**config.mk**
```make
export PLATFORM = sky130hd
export DESIGN_NAME = irq_router
export DESIGN_NICKNAME = d
export VERILOG_FILES = /design/src/rtl/irq_route_pkg.sv /design/src/rtl/irq_edge_det.sv /design/src/rtl/irq_flag_bank.sv /design/src/rtl/irq_cfg_regs.sv /design/src/rtl/irq_line_route.sv /design/src/rtl/irq_router.sv
export SDC_FILE = /design/constraint.sdc
export NUM_CORES = 1
export LEC_CHECK = 0
export BUFFER_PORTS_ARGS = -buffer_cell sky130_fd_sc_hd__buf_4
export CORE_ASPECT_RATIO = 1.1
export CORE_MARGIN = 5
export CORE_UTILIZATION = 59
export DETAILED_ROUTE_END_ITERATION = 6
export PLACE_DENSITY_LB_ADDON = 0.12
export SLEW_MARGIN = 15
export SYNTH_ARGS = -nofsm -noshare
export SYNTH_HDL_FRONTEND = slang
export SYNTH_SLANG_ARGS = --single-unit
```
**constraint.sdc**
```tcl
create_clock -name clk -period 1.6 [get_ports clk]
set_input_delay 0.08 -clock clk [delete_from_list [all_inputs] [get_ports clk]]
set_output_delay 0.08 -clock clk [all_outputs]
set_load 0.02 [all_outputs]
```
**src/rtl/irq_route_pkg.sv**
```systemverilog
package irq_route_pkg;

    // Register map: the bus address selects one of four registers.
    typedef enum logic [1:0] {
        REG_FLAG    = 2'd0,
        REG_ENABLE  = 2'd1,
        REG_ROUTE   = 2'd2,
        REG_LINE_EN = 2'd3
    } reg_sel_e;

    // Number of CPU interrupt lines served by the router.
    localparam int NUM_LINES = 2;

endpackage

```
**src/rtl/irq_edge_det.sv**
```systemverilog
module irq_edge_det #(
    parameter int W = 16
) (
    input  logic         clk,
    input  logic         rst_n,
    input  logic [W-1:0] level_i,
    output logic [W-1:0] rise_o
);

    typedef struct packed {
        logic [W-1:0] prev;
    } edge_state_t;

    edge_state_t st_d, st_q;

    always_comb begin
        st_d      = st_q;
        st_d.prev = level_i;
    end

    always_ff @(posedge clk or negedge rst_n) begin
        if (!rst_n) begin
            st_q <= '0;
        end else begin
            st_q <= st_d;
        end
    end

    // A rise is the current level high while the sampled history is low.
    assign rise_o = level_i & ~st_q.prev;

endmodule

```
**src/rtl/irq_flag_bank.sv**
```systemverilog
module irq_flag_bank #(
    parameter int W = 16
) (
    input  logic         clk,
    input  logic         rst_n,
    input  logic [W-1:0] rise_i,
    input  logic [W-1:0] clr_i,
    output logic [W-1:0] flags_o
);

    typedef struct packed {
        logic [W-1:0] flags;
    } flag_state_t;

    flag_state_t st_d, st_q;

    always_comb begin
        st_d = st_q;
        // Clear is applied first, so a same-cycle set edge takes priority.
        st_d.flags = (st_q.flags & ~clr_i) | rise_i;
    end

    always_ff @(posedge clk or negedge rst_n) begin
        if (!rst_n) begin
            st_q <= '0;
        end else begin
            st_q <= st_d;
        end
    end

    assign flags_o = st_q.flags;

endmodule

```
**src/rtl/irq_cfg_regs.sv**
```systemverilog
module irq_cfg_regs
    import irq_route_pkg::*;
#(
    parameter int W = 16
) (
    input  logic                 clk,
    input  logic                 rst_n,
    input  logic                 wr_i,
    input  reg_sel_e             addr_i,
    input  logic [W-1:0]         wdata_i,
    output logic [W-1:0]         enable_o,
    output logic [W-1:0]         route_o,
    output logic [NUM_LINES-1:0] line_en_o
);

    typedef struct packed {
        logic [W-1:0]         enable;
        logic [W-1:0]         route;
        logic [NUM_LINES-1:0] line_en;
    } cfg_state_t;

    cfg_state_t st_d, st_q;

    always_comb begin
        st_d = st_q;
        if (wr_i) begin
            case (addr_i)
                REG_ENABLE:  st_d.enable  = wdata_i;
                REG_ROUTE:   st_d.route   = wdata_i;
                REG_LINE_EN: st_d.line_en = wdata_i[NUM_LINES-1:0];
                default:     ;
            endcase
        end
    end

    always_ff @(posedge clk or negedge rst_n) begin
        if (!rst_n) begin
            st_q <= '0;
        end else begin
            st_q <= st_d;
        end
    end

    assign enable_o  = st_q.enable;
    assign route_o   = st_q.route;
    assign line_en_o = st_q.line_en;

endmodule

```
**src/rtl/irq_line_route.sv**
```systemverilog
module irq_line_route
    import irq_route_pkg::*;
#(
    parameter int W = 16
) (
    input  logic [W-1:0]         flags_i,
    input  logic [W-1:0]         enable_i,
    input  logic [W-1:0]         route_i,
    input  logic [NUM_LINES-1:0] line_en_i,
    output logic [NUM_LINES-1:0] irq_o
);

    logic [W-1:0] armed;

    always_comb begin
        armed = flags_i & enable_i;
    end

    // One OR tree per line; the route bit picks membership.
    for (genvar l = 0; l < NUM_LINES; l++) begin : g_line
        logic [W-1:0] member;
        always_comb begin
            member = (l == 0) ? ~route_i : route_i;
        end
        assign irq_o[l] = line_en_i[l] & (|(armed & member));
    end

endmodule

```
**src/rtl/irq_router.sv**
```systemverilog
module irq_router
    import irq_route_pkg::*;
#(
    parameter int N_FLAGS = 16
) (
    input  logic               clk,
    input  logic               rst_n,
    input  logic [N_FLAGS-1:0] event_i,
    input  logic               reg_wr_i,
    input  logic [1:0]         reg_addr_i,
    input  logic [N_FLAGS-1:0] reg_wdata_i,
    output logic [N_FLAGS-1:0] reg_rdata_o,
    output logic               irq_line0_o,
    output logic               irq_line1_o
);

    localparam int PAD_W = N_FLAGS - NUM_LINES;

    reg_sel_e               addr_sel;
    logic [N_FLAGS-1:0]     rise_vec;
    logic [N_FLAGS-1:0]     clr_vec;
    logic [N_FLAGS-1:0]     flag_vec;
    logic [N_FLAGS-1:0]     enable_vec;
    logic [N_FLAGS-1:0]     route_vec;
    logic [NUM_LINES-1:0]   line_en_vec;
    logic [NUM_LINES-1:0]   irq_vec;

    always_comb begin
        addr_sel = reg_sel_e'(reg_addr_i);
        clr_vec  = (reg_wr_i && addr_sel == REG_FLAG) ? reg_wdata_i : '0;
    end

    irq_edge_det #(.W(N_FLAGS)) u_edge (
        .clk     (clk),
        .rst_n   (rst_n),
        .level_i (event_i),
        .rise_o  (rise_vec)
    );

    irq_flag_bank #(.W(N_FLAGS)) u_flags (
        .clk     (clk),
        .rst_n   (rst_n),
        .rise_i  (rise_vec),
        .clr_i   (clr_vec),
        .flags_o (flag_vec)
    );

    irq_cfg_regs #(.W(N_FLAGS)) u_cfg (
        .clk       (clk),
        .rst_n     (rst_n),
        .wr_i      (reg_wr_i),
        .addr_i    (addr_sel),
        .wdata_i   (reg_wdata_i),
        .enable_o  (enable_vec),
        .route_o   (route_vec),
        .line_en_o (line_en_vec)
    );

    irq_line_route #(.W(N_FLAGS)) u_route (
        .flags_i   (flag_vec),
        .enable_i  (enable_vec),
        .route_i   (route_vec),
        .line_en_i (line_en_vec),
        .irq_o     (irq_vec)
    );

    // Read mux: flags are returned raw, never masked.
    always_comb begin
        case (addr_sel)
            REG_FLAG:    reg_rdata_o = flag_vec;
            REG_ENABLE:  reg_rdata_o = enable_vec;
            REG_ROUTE:   reg_rdata_o = route_vec;
            default:     reg_rdata_o = {{PAD_W{1'b0}}, line_en_vec};
        endcase
    end

    assign irq_line0_o = irq_vec[0];
    assign irq_line1_o = irq_vec[1];

endmodule

```
* Yosys cells after proc, flatten, opt, wreduce, memory -nomap -nowiden
Index checks and enable logic that the tools add are counted. W data, S select, Z words.
Operators by class: div/mod/pow operators 0, reductions and logical operators 7, magnitude comparators 0, muxes and demuxes 2, bitwise operators 11, eq/ne operators 3, shifts and indexed selects 0, multipliers 0, add/subtract/negate cells 0
Operators with widths (number):
- $and A16 B16 Y16 | 5
- $not A16 Y16 | 3
- $pmux W16 S3 | 1
- $reduce_or A16 Y1 | 2
- $mux W16 | 1
- $or A16 B16 Y16 | 1
- $reduce_and A2 Y1 | 3
- $eq A2 B2 Y1 const B | 2
- $and A1 B1 Y1 | 2
- $eq A2 B1 Y1 const B | 1
- $logic_not A2 Y1 | 1
- $logic_and A1 B1 Y1 | 1
Storage, ports and cells: bits in read-only memories 0, input bits 37, logic and storage cells 28, latch bits 0, flip-flop bits (word level) 66, memories kept 0, memory bits (writable) 0

* Logic depth before layout (Yosys ltp)
Gate-level depths: netlist (run 1).
depth in word-level cells 6, depth in mapped cells 6, gate-level depth less buffers 4

* Cells and area by module
From an unflattened synthesis (run 1), not the netlist that was laid out.
Unflattened totals: cell total of the unflattened synthesis 257, area total of the unflattened synthesis 3339.5 um^2
By module, submodules not included:
- irq_cfg_regs | instances 1, area each 1376.3 um^2, cells each 73
- irq_edge_det | instances 1, area each 620.6 um^2, cells each 32
- irq_flag_bank | instances 1, area each 580.6 um^2, cells each 48
- irq_router | instances 1, area each 504.2 um^2, cells each 54
- irq_line_route | instances 1, area each 257.7 um^2, cells each 50

* Worst setup path after synthesis (run 1)
OpenSTA, ideal clock, no wires.
path type register -> output, from register u_flags.st_q (netlist bit u_flags.flags_o[13]), to output irq_line0_o, stages on the path, launching flop included 5, arrival time 1.017 ns, buffers on the path 0, slack 0.503 ns, data required time 1.520 ns, path through dfrtp_1 > nand2_1 > o22ai_1 > nor2_1 > a31oi_1
Between the ends: cells in the longest elaborated chain, start to end 4
RTL lines:
- start, declared | line irq_flag_bank.sv:15 | flag_state_t st_d, st_q;
- start signal, assigned | line irq_flag_bank.sv:27 | st_q <= st_d;
- $and A16 B16 Y16 | line irq_line_route.sv:16 | armed = flags_i & enable_i;
- $and A16 B16 Y16 | line irq_line_route.sv:25 | assign irq_o[l] = line_en_i[l] & (|(armed & member));
- $reduce_or A16 Y1 | line irq_line_route.sv:25
- $and A1 B1 Y1 | line irq_line_route.sv:25
- end, declared | line irq_router.sv:13 | output logic irq_line0_o,
No other way between the ends.

* Worst setup path after layout (run 1)
from register u_flags.st_q (netlist bit u_flags.flags_o[1]), to output irq_line1_o
Between the ends: cells in the longest elaborated chain, start to end 4
RTL lines:
- $and A16 B16 Y16 | line irq_line_route.sv:16
- $and A16 B16 Y16 | line irq_line_route.sv:25
- $reduce_or A16 Y1 | line irq_line_route.sv:25
- $and A1 B1 Y1 | line irq_line_route.sv:25
- end, declared | line irq_router.sv:14 | output logic irq_line1_o
No other way between the ends.

==> parameters.txt, run 1 <==
Parameter                              Value

Setup path
  Maximum fanout along the worst path ... 4
  Worst Reg2Reg Path Length in Cells ... 2
  Worst setup path category ... flip-flop to output port
  CP Data Required Time ... 1.52 ns
  Worst Setup EP ... irq_line1_o
  Reg-to-Reg Start ... u_cfg.enable_o[14]
  Biggest cell delay along the critical path ... 0.42 ns
  Origin of the worst setup path ... u_flags.flags_o[1]
  Critical Path, Cell by Cell ... nand3_2 -> nand4_1 -> nor4_2 -> nor2b_1 -> buf_4
  Worst path arrival time ... 1.58 ns
  Crit path max-delay cell type ... sky130_fd_sc_hd__dfrtp_1
  Type of origin of the critical path ... flip-flop
  CP Capture Type ... output port
  Register-to-Register Setup Slack ... 0.68 ns
  Reg2Reg Capture Point ... u_cfg.enable_o[14]

Route
  1st-iter DRT viols ... 191
  Average wire per standard cell ... 16.2 um
  Total Wirelength ... 7300 um
  Pre-Repair DR Iteration Count ... 4
  Residual antenna-violating net count after detailed routing ... 0
  Number of vias per cell after detailed routing ... 5.47
  DR vias ... roughly 2,500
  Drt drc ... 0

Clock network
  Skew-Pair Late Insertion Delay ... about 0.34 ns
  TritonCTS Buffers ... 9
  Root Buffer ... sky130_fd_sc_hd__clkbuf_8
  Num Clock Sinks ... between 60 and 70
  Clock-pin slew on the worst setup and hold paths ... ~0.07 ns
  Number of buffers between clock root and the deepest sink ... 2
  TritonCTS clock tree ... yes
  CTS HTree Levels ... 3

Placed design
  Area after detailed placement ... 3450 um^2
  Number of placed cells counting well taps ... 382
  Setup WS pre-CTS ... roughly 0.24 ns
  GPL Wtd Cong ... 0.766
  Input/output buffers ... 54
  HPWL reported at the end of detailed placement ... about 4700 um

Yosys
  Largest family of logic cells by synthesized area ... multiplexers
  Library cell occupying the most area in the post-synthesis netlist ... sky130_fd_sc_hd__dfrtp_1
  Predominant post-synthesis flop cell ... sky130_fd_sc_hd__dfrtp_1
  Xor and xnor fraction of the mapped netlist area ... 0%
  Adder-cell area share of the yosys netlist ... 0%
  #FFs+latches synth ... 66
  Ranking of synthesized cells by instance count ... sky130_fd_sc_hd__dfrtp_1, sky130_fd_sc_hd__nand2_1, sky130_fd_sc_hd__mux2_2, sky130_fd_sc_hd__o21ai_0
  Sequential share of the synthesized area ... 55.3%
  Unique masters post-synth ... 23
  Cell area after technology mapping ... roughly 3000 um^2
  Area fraction in compound gates after synthesis ... 6.91%
  Number of enable flip-flop cells after synthesis ... 0
  Leading cell types by total area after synthesis ... sky130_fd_sc_hd__dfrtp_1, sky130_fd_sc_hd__mux2_2, sky130_fd_sc_hd__nand2_1, sky130_fd_sc_hd__mux2i_1, sky130_fd_sc_hd__o21ai_0
  Most common cell in the netlist ... sky130_fd_sc_hd__dfrtp_1
  Async set or reset register ratio after synthesis ... 100%
  Synthesized netlist cell count ... 272
  Simple-gate area share of the yosys netlist ... between 10 and 15%
  Post-synthesis net count ... 309
  Multiplexer area fraction after synthesis ... 19.0%
  Mean instance size in the synthesized netlist ... approximately 11 um^2
  Number of synthesis warnings ... 0
  Yosys top cell area share ... 55.3%

Floorplan
  Row cnt ... 27
  Vertical die dimension ... 84.6 um
  Area enclosed by the die boundary ... about 6600 um^2
  I/O pin total ... 55
  Die extent in x ... 77.8 um
  Core region area ... 4970 um^2
  Initial core utilization ... 60.1%

Outcome
  Status ... complete, but fails checks
  Violations in the final reports ... negative setup slack

Hold path
  Hold_sp ... reg_wr_i
  Hold-critical path depth ... 3
  Worst Hold Class ... input pin to flip-flop

Power and ir drop
  Leakage ... 2.02 nW
  Design Power ... 4.50 mW
  Pwr/cell area ... 1080 nW/um^2
  Largest voltage drop on the vdd net ... 1050 uV

STA
  Worst-Margin Slew ... 0.401 ns
  Crit path time final ... 1.66 ns
  Relative slew slack ... around three quarters
  Number of failing hold endpoints at the final stage ... 0
  Final cycle utilization of the critical path ... 104%
  Max Clk Rate ... 0.604 GHz
  Endpoints failing setup ... 2
  Final count of pins violating max slew ... 0
  Unrepaired setup endpoints after global routing ... true
  Total negative slack for setup checks ... -0.102 ns
  Worst-case setup margin in the final layout ... -0.0569 ns
  Clock tree skew after final layout ... around 0.0035 ns
  Final worst hold slack ... ~0.18 ns

Global routing
  Number of global-route vias before repair ... 2,633
  Largest net degree at the start of global routing ... 38
  Wire length of the first global-routing pass ... 12,500 um
  Remaining global-route overflow ... 0
  Total track usage ... 24.0%
  Initial antenna violation count ... 0

Final layout
  Cell Count, Final, Fillers Out ... around 450
  Fin nets ... around 430
  Final Core Density ... 84.3%
  Layout Cell Area excl Fill ... between 4000 and 5000 um^2
  Share of final-layout standard cells stronger than drive strength 1 ... 36.9%
  Area growth from synthesis to final layout ... 40.1%
  Total inserted antenna cells ... 0

Run
  Number of max-cap violations ... 0
-- cell usage in the layout (no fill, tap or decap), drive strengths merged, types with 2 or more instances in the layout --
master / instances
nor2: 2
nand3: 17
inv: 17
nor4: 2
nand2: 62
dlygate4sd3: 33
nand4: 4
clkinv: 3
o21ai: 30
dfrtp: 66
nand3b: 2
mux2i: 14
o22ai: 8
mux2: 34
nor2b: 2
buf: 81
clkbuf: 12
mux4: 2
-- report_power, final --
part           leakage, nW  internal [mW]  switching, mW
registers            0.746           1.89          0.205
logic                 1.18          0.631          0.535
clock network       0.0920          0.631          0.609
total                 2.02           3.15           1.35
-- layout make-up --
type | count | area (um^2)
clock inverters | 3 | 15.0
inverters | 17 | 63.8
clock buffers | 12 | 155
multi-input cells | 181 | 1250
well taps | 58 | 72.6
flip-flops and latches | 66 | 1650
fillers | 282 | 782
repair buffers | 114 | 973
-- flip-flops by register name, indices dropped and copies added, names as in the netlist --
register,flops
u_edge.st_q,16
u_cfg.enable_o,16
u_cfg.line_en_o,2
u_flags.flags_o,16
u_cfg.route_o,16
-- cell families after synthesis --
logic type	count (synthesis)
simple gates	92
flops	66
compound gates	39
buf+inv	25
mux	50
-- timing repair --
item                                    4_1_cts  5_1_grt
endpoints found under the setup margin        2        3
buffers inserted                             15        6
hold endpoints to repair                     91        0
hold buffers                                 33        0
resized for setup                             4       12
pin swaps                                     8       11
cloned                                        0        0
-- worst min path at each step --
stage	endpoint	slack [ns]
final	u_cfg.line_en_o[0]	0.18
after global routing	u_cfg.line_en_o[1]	0.18
after global placement	u_flags.flags_o[0]	0.04
after floorplan	u_cfg.enable_o[0]	-0.22
after CTS	u_cfg.line_en_o[0]	0.16
after detailed placement	u_flags.flags_o[0]	0.04
-- critical path: cells and delay by family (launching register included) --
kind	cells	cell delay, ns
flip-flops	1	0.42
buffers and inverters	1	0.17
AND/OR/NAND/NOR	4	0.65
-- metal layers --
metal	wire (um)	track usage (%)	part of all wire (%)	vias up
met5	0	0	0	-
met3	462	7.08	6.3	13
met1	3040	30.7	42	1206
met2	3670	39.0	50	76
met4	116	8.13	1.6	0
li1	-	-	-	1172
No activity file was read; power rests on OpenSTA's default activity.
==> run 2: changes to the inputs <==
--- a/config.mk
+++ b/config.mk
@@ -12,4 +12,5 @@
 export DETAILED_ROUTE_END_ITERATION = 6
 export PLACE_DENSITY_LB_ADDON = 0.12
+export SKIP_CTS_REPAIR_TIMING = 1
 export SLEW_MARGIN = 15
 export SYNTH_ARGS = -nofsm -noshare
==> constraint.sdc (replaced) <==
create_clock -name clk -period 1.6 [get_ports clk]
set_input_delay 0.16 -clock clk [delete_from_list [all_inputs] [get_ports clk]]
set_output_delay 0.16 -clock clk [all_outputs]
set_load 0.02 [all_outputs]
==> run 2 against run 1 <==
  * The run still ends with negative setup slack left
  * Routed wire length decreased by 8.9%
  * First-iteration DRC count decreased by 11%
  * Final cell count decreased by 6.2%
  * Register-to-register slack improved by 0.02 ns
  * Sequential cell count unchanged
  * Via count decreased by 5.5%
  * Core utilization decreased by 5.5 points
  * Non-clock buffer count decreased by 29
  * Power decreased by 4.2%
  * Maximum frequency decreased by 3.4%
  * Hold slack got worse by 0.10 ns
  * Largest power group unchanged
==> parameters.txt, run 2 (synthesized netlist as in run 1, its figures left out) <==
Parameter                              Value

Outcome
  Status ... complete, but fails checks
  Violations in the final reports ... negative setup slack

Global routing
  Remaining global-route overflow ... 0
  Initial antenna violation count ... 0
  Wire length of the first global-routing pass ... 10,600 um
  Total track usage ... 20.6%
  Largest net degree at the start of global routing ... 41
  Number of global-route vias before repair ... 2,191

Route
  DR vias ... 2,332
  Number of vias per cell after detailed routing ... approximately 5.5
  Total Wirelength ... 6650 um
  1st-iter DRT viols ... 170
  Drt drc ... 0
  Pre-Repair DR Iteration Count ... 4
  Residual antenna-violating net count after detailed routing ... 0
  Average wire per standard cell ... 15.7 um

Final layout
  Share of final-layout standard cells stronger than drive strength 1 ... 35.3%
  Leading cell types in the layout, fill and taps excluded ... sky130_fd_sc_hd__buf_4, sky130_fd_sc_hd__dfrtp_1, sky130_fd_sc_hd__nand2_1
  Total inserted antenna cells ... 0
  Fin nets ... 397
  Combined area of the multi-input logic cells ... between 1000 and 1500 um^2
  Sequential cell area ... approximately 1700 um^2
  Filler instances ... 327
  Cell Count, Final, Fillers Out ... 423
  Area growth from synthesis to final layout ... 30.9%

Setup path
  CP Data Required Time ... ~1.4 ns
  Type of origin of the critical path ... flip-flop
  Worst Reg2Reg Path Length in Cells ... 2
  Maximum fanout along the worst path ... 3
  Register-to-Register Setup Slack ... 0.70 ns
  Worst setup path category ... flip-flop to output port
  Worst path arrival time ... approximately 1.6 ns
  Reg-to-Reg Start ... u_cfg.enable_o[13]
  CP Capture Type ... output port
  Origin of the worst setup path ... u_flags.flags_o[13]
  Reg2Reg Capture Point ... u_cfg.enable_o[13]
  Worst Setup EP ... irq_line0_o

STA
  Worst-case setup margin in the final layout ... -0.115 ns
  Final count of pins violating max slew ... 0
  Endpoints failing setup ... 2
  Max Clk Rate ... slightly below 0.6 GHz
  Clock tree skew after final layout ... 0.00647 ns
  Crit path time final ... approximately 1.7 ns
  Number of failing hold endpoints at the final stage ... 0
  Total negative slack for setup checks ... -0.217 ns
  Unrepaired setup endpoints after global routing ... true
  Final worst hold slack ... 0.0726 ns
  Relative slew slack ... around three quarters
  Final cycle utilization of the critical path ... 107%
  Worst-Margin Slew ... 0.378 ns

Floorplan
  Die extent in x ... between 70 and 80 um
  I/O pin total ... between 50 and 60
  Vertical die dimension ... between 80 and 90 um
  Core region area ... 4970 um^2
  Row cnt ... 27
  Area enclosed by the die boundary ... ~6600 um^2
  Initial core utilization ... 60.1%

Placed design
  Number of placed cells counting well taps ... about 380
  HPWL reported at the end of detailed placement ... around 4400 um
  GPL Wtd Cong ... 0.807
  Input/output buffers ... 54
  Setup WS pre-CTS ... between 0.2 and 0.25 ns

Power and ir drop
  Largest voltage drop on the vdd net ... 881 uV
  Leakage ... 1.89 nW
  Design Power ... 4.31 mW
  Pwr/cell area ... 1100 nW/um^2

Clock network
  Clock-pin slew on the worst setup and hold paths ... about 0.070 ns
  Num Clock Sinks ... 66
  TritonCTS Buffers ... 9
  CTS HTree Levels ... 3
  TritonCTS clock tree ... yes
  Skew-Pair Late Insertion Delay ... 0.34 ns
  Root Buffer ... sky130_fd_sc_hd__clkbuf_8
  Number of buffers between clock root and the deepest sink ... 2

Hold path
  Worst Hold Class ... input pin to flip-flop

Run
  Number of max-cap violations ... 0
[run 2: metrics by stage]
stage,instance area [um^2],utilization (%)
final,3910,78.7
after global routing,3910,78.7
after CTS,3630,73.1
after detailed placement,3470,69.8
after global placement,3470,69.8
after floorplan,2990,-
[run 2: how the worst min path moves through the flow]
stage / cells past startpoint / to / from
global placement: 1 / u_flags.flags_o[0] / rst_n
finish: 2 / u_cfg.enable_o[3] / reg_wdata_i[3]
global route: 2 / u_cfg.enable_o[13] / reg_wdata_i[13]
detailed placement: 1 / u_flags.flags_o[3] / rst_n
CTS: 1 / u_flags.flags_o[0] / rst_n
floorplan: 0 / u_cfg.enable_o[0] / rst_n
[run 2: final cells by class]
class	instances	area share [%]
repair buffers	85	18.1
flip-flops and latches	66	42.3
inverters	17	1.63
well taps	58	1.86
multi-input cells	181	32.0
clock inverters	3	0.384
clock buffers	13	3.81
[run 2: critical path: stages, from the launching register on]
cell,delay [ns]
sky130_fd_sc_hd__dfrtp_1,0.39
sky130_fd_sc_hd__buf_4,0.13
sky130_fd_sc_hd__nand2_1,0.05
sky130_fd_sc_hd__o22ai_2,0.15
sky130_fd_sc_hd__nor2_1,0.09
sky130_fd_sc_hd__a31oi_1,0.22
sky130_fd_sc_hd__buf_4,0.18
[run 2: layer usage]
metal  vias up  GRT usage [%]  share of wire, %
met2        56           31.1                49
li1       1112              -                 -
met5         -              0                 0
met3        13           4.40               5.1
met4         0           10.8               2.0
met1      1151           27.8                44
[run 2: power by group]
| part | leakage, nW | switching (mW) | total [mW] | internal, mW |
|---|---|---|---|---|
| clock | 0.0872 | 0.579 | 1.18 | 0.598 |
| sequential | 0.746 | 0.214 | 2.11 | 1.89 |
| combinational | 1.05 | 0.486 | 1.03 | 0.541 |
==> run 3: changes to the inputs <==
- clock period: 1.6 -> 2.1 ns (I/O delays scaled with it)
==> run 3 against run 2 <==
  * The flow finishes with violations (negative hold slack)
  * Count of clock-buffer cells in the layout is 2 lower
  * Worst setup slack improved by 0.37 ns
  * Critical path depth fell by 1
  * Core utilization fell by 3.0 points
  * Cell area fell by 3.9%
  * Hold slack got worse by 0.11 ns
  * Via count is 3.0% lower
  * Register-to-register slack improved by 0.59 ns
  * Sequential cell count unchanged
  * First-iteration DRC count decreased by 22%
  * Routed wire length up 0.39%
  * Power shrank 25%
  * Critical path type unchanged
  * Largest power group unchanged
==> parameters.txt, run 3 (synthesized netlist as in run 1, its figures left out) <==
Parameter                              Value

Setup path
  CP Data Required Time ... ~1.9 ns
  Worst path arrival time ... 1.64 ns
  Biggest cell delay along the critical path ... ~0.42 ns
  Maximum fanout along the worst path ... 4
  Crit path max-delay cell type ... sky130_fd_sc_hd__dfrtp_1
  Critical Path, Cell by Cell ... nand3_1 -> nand4_1 -> nor4_1 -> nor2b_1 -> buf_4
  Family of cells with the greatest summed delay on the critical path ... simple AND/OR/NAND/NOR gates
  Number of buffer and inverter instances along the worst setup path ... 1
  Type of origin of the critical path ... flip-flop
  Register-to-Register Setup Slack ... 1.29 ns
  Worst setup path category ... flip-flop to output port
  CP Capture Type ... output port

Global routing
  Largest net degree at the start of global routing ... 67
  Met3 track utilization from global routing ... 7.08%
  Remaining global-route overflow ... 0
  Busiest layer in global routing ... met2
  Global-route track usage on met2 ... roughly a third
  Wire length of the first global-routing pass ... 11,200 um
  Number of global-route vias before repair ... around 2,300
  Initial antenna violation count ... 0
  Met1 routing resource usage after global routing ... 28.4%
  Total track usage ... between 20% and 30%

Outcome
  Status ... complete, but fails checks
  Violations in the final reports ... negative hold slack

Floorplan
  Die extent in x ... 77.8 um
  Area enclosed by the die boundary ... 6590 um^2
  I/O pin total ... between 50 and 60
  Vertical die dimension ... 84.6 um
  Core region area ... between 4000 and 5000 um^2
  Initial core utilization ... 60.1%
  Row cnt ... 27

Route
  1st-iter DRT viols ... about 130
  Number of vias per cell after detailed routing ... 5.49
  DR vias ... between 2,000 and 2,500
  Pre-Repair DR Iteration Count ... 4
  Residual antenna-violating net count after detailed routing ... 0
  Drt drc ... 0
  Average wire per standard cell ... 16.2 um
  Total Wirelength ... 6670 um

Hold path
  Worst Hold Class ... input pin to asynchronous set/reset pin

Placed design
  GPL Wtd Cong ... approximately 0.8
  Area after detailed placement ... approximately 3400 um^2
  Setup WS pre-CTS ... 0.609 ns
  Input/output buffers ... 54
  Number of placed cells counting well taps ... 380
  HPWL reported at the end of detailed placement ... 4480 um

Clock network
  TritonCTS Buffers ... 9
  Number of buffers between clock root and the deepest sink ... 2
  CTS HTree Levels ... 3
  TritonCTS clock tree ... yes
  Skew-Pair Late Insertion Delay ... 0.34 ns
  Num Clock Sinks ... 66
  Root Buffer ... sky130_fd_sc_hd__clkbuf_8
  Clock-pin slew on the worst setup and hold paths ... about 0.070 ns

Final layout
  Total inserted antenna cells ... 0
  Layout Cell Area excl Fill ... 3760 um^2
  Cell Count, Final, Fillers Out ... 412
  Area growth from synthesis to final layout ... 25.8%
  Most common cell after layout, fill and taps aside ... sky130_fd_sc_hd__dfrtp_1
  Leading cell types in the layout, fill and taps excluded ... sky130_fd_sc_hd__dfrtp_1, sky130_fd_sc_hd__nand2_1, sky130_fd_sc_hd__buf_4
  Fin nets ... 386
  Share of final-layout standard cells stronger than drive strength 1 ... 31.9%

STA
  Relative slew slack ... 45.8%
  Final cycle utilization of the critical path ... 88.1%
  Clock tree skew after final layout ... between 0.002 and 0.003 ns
  Crit path time final ... around 1.8 ns
  Worst-case setup margin in the final layout ... 0.250 ns
  Unrepaired setup endpoints after global routing ... false
  Final worst hold slack ... -0.0422 ns
  Max Clk Rate ... around 0.54 GHz
  Final count of pins violating max slew ... 0
  Endpoints failing setup ... 0
  Number of failing hold endpoints at the final stage ... between 60 and 70
  Worst-Margin Slew ... 0.813 ns
  Total negative slack for setup checks ... 0 ns

Power and ir drop
  Design Power ... 3.24 mW
  Leakage ... 1.81 nW
  Pwr/cell area ... 862 nW/um^2
  Largest voltage drop on the vdd net ... 556 uV

Run
  Number of max-cap violations ... 0
## run 3: changes by cell type in the layout (fill, tap and decap cells not counted), sizes merged
cell / delta
clkbuf: -2
clkinvlp: +2
buf: -10
dlygate4sd3: -1
## run 3: through the flow
step	utilization [%]	hold slack [ns]
4_1_cts	72.4	-0.0338
5_1_grt	75.7	0.0217
3_3_place_gp	69.0	0.328
3_5_place_dp	69.0	0.329
2_1_floorplan	-	-0.0856
6_report	75.7	-0.0422
## run 3: report_power, final
part | internal [mW] | switching (mW)
Combinational | 0.363 | 0.342
Clock | 0.454 | 0.480
Sequential | 1.44 | 0.160
Total | 2.26 | 0.982
## run 3: layout make-up
type                       instances  area, um^2
fill                             368        1210
clock buffer                      11         141
sequential                        66        1650
inverter                          17        63.8
multi-input combinational        181        1200
timing repair buffer              74         596
tap                               58        72.6
clock inverter                     5        30.0
## run 3: final timing paths
| check | from | end | cells after the start |
|---|---|---|---|
| hold reg to reg | u_edge.st_q[11] | u_flags.flags_o[11] | 1 |
| hold / removal | rst_n | u_cfg.route_o[0] | 1 |
| min in group clk | reg_wdata_i[7] | u_cfg.route_o[7] | 2 |
| max in group asynchronous | rst_n | u_cfg.enable_o[5] | 1 |
| setup reg to reg | u_cfg.route_o[9] | u_cfg.route_o[9] | 1 |
| setup / recovery | u_cfg.route_o[11] | irq_line1_o | 5 |
## run 3: metal layers
metal | part of all wire, % | vias up
li1 | - | 1102
met1 | 44 | 1093
met2 | 49 | 56
met3 | 5.2 | 11
met4 | 1.6 | 0
met5 | 0 | -
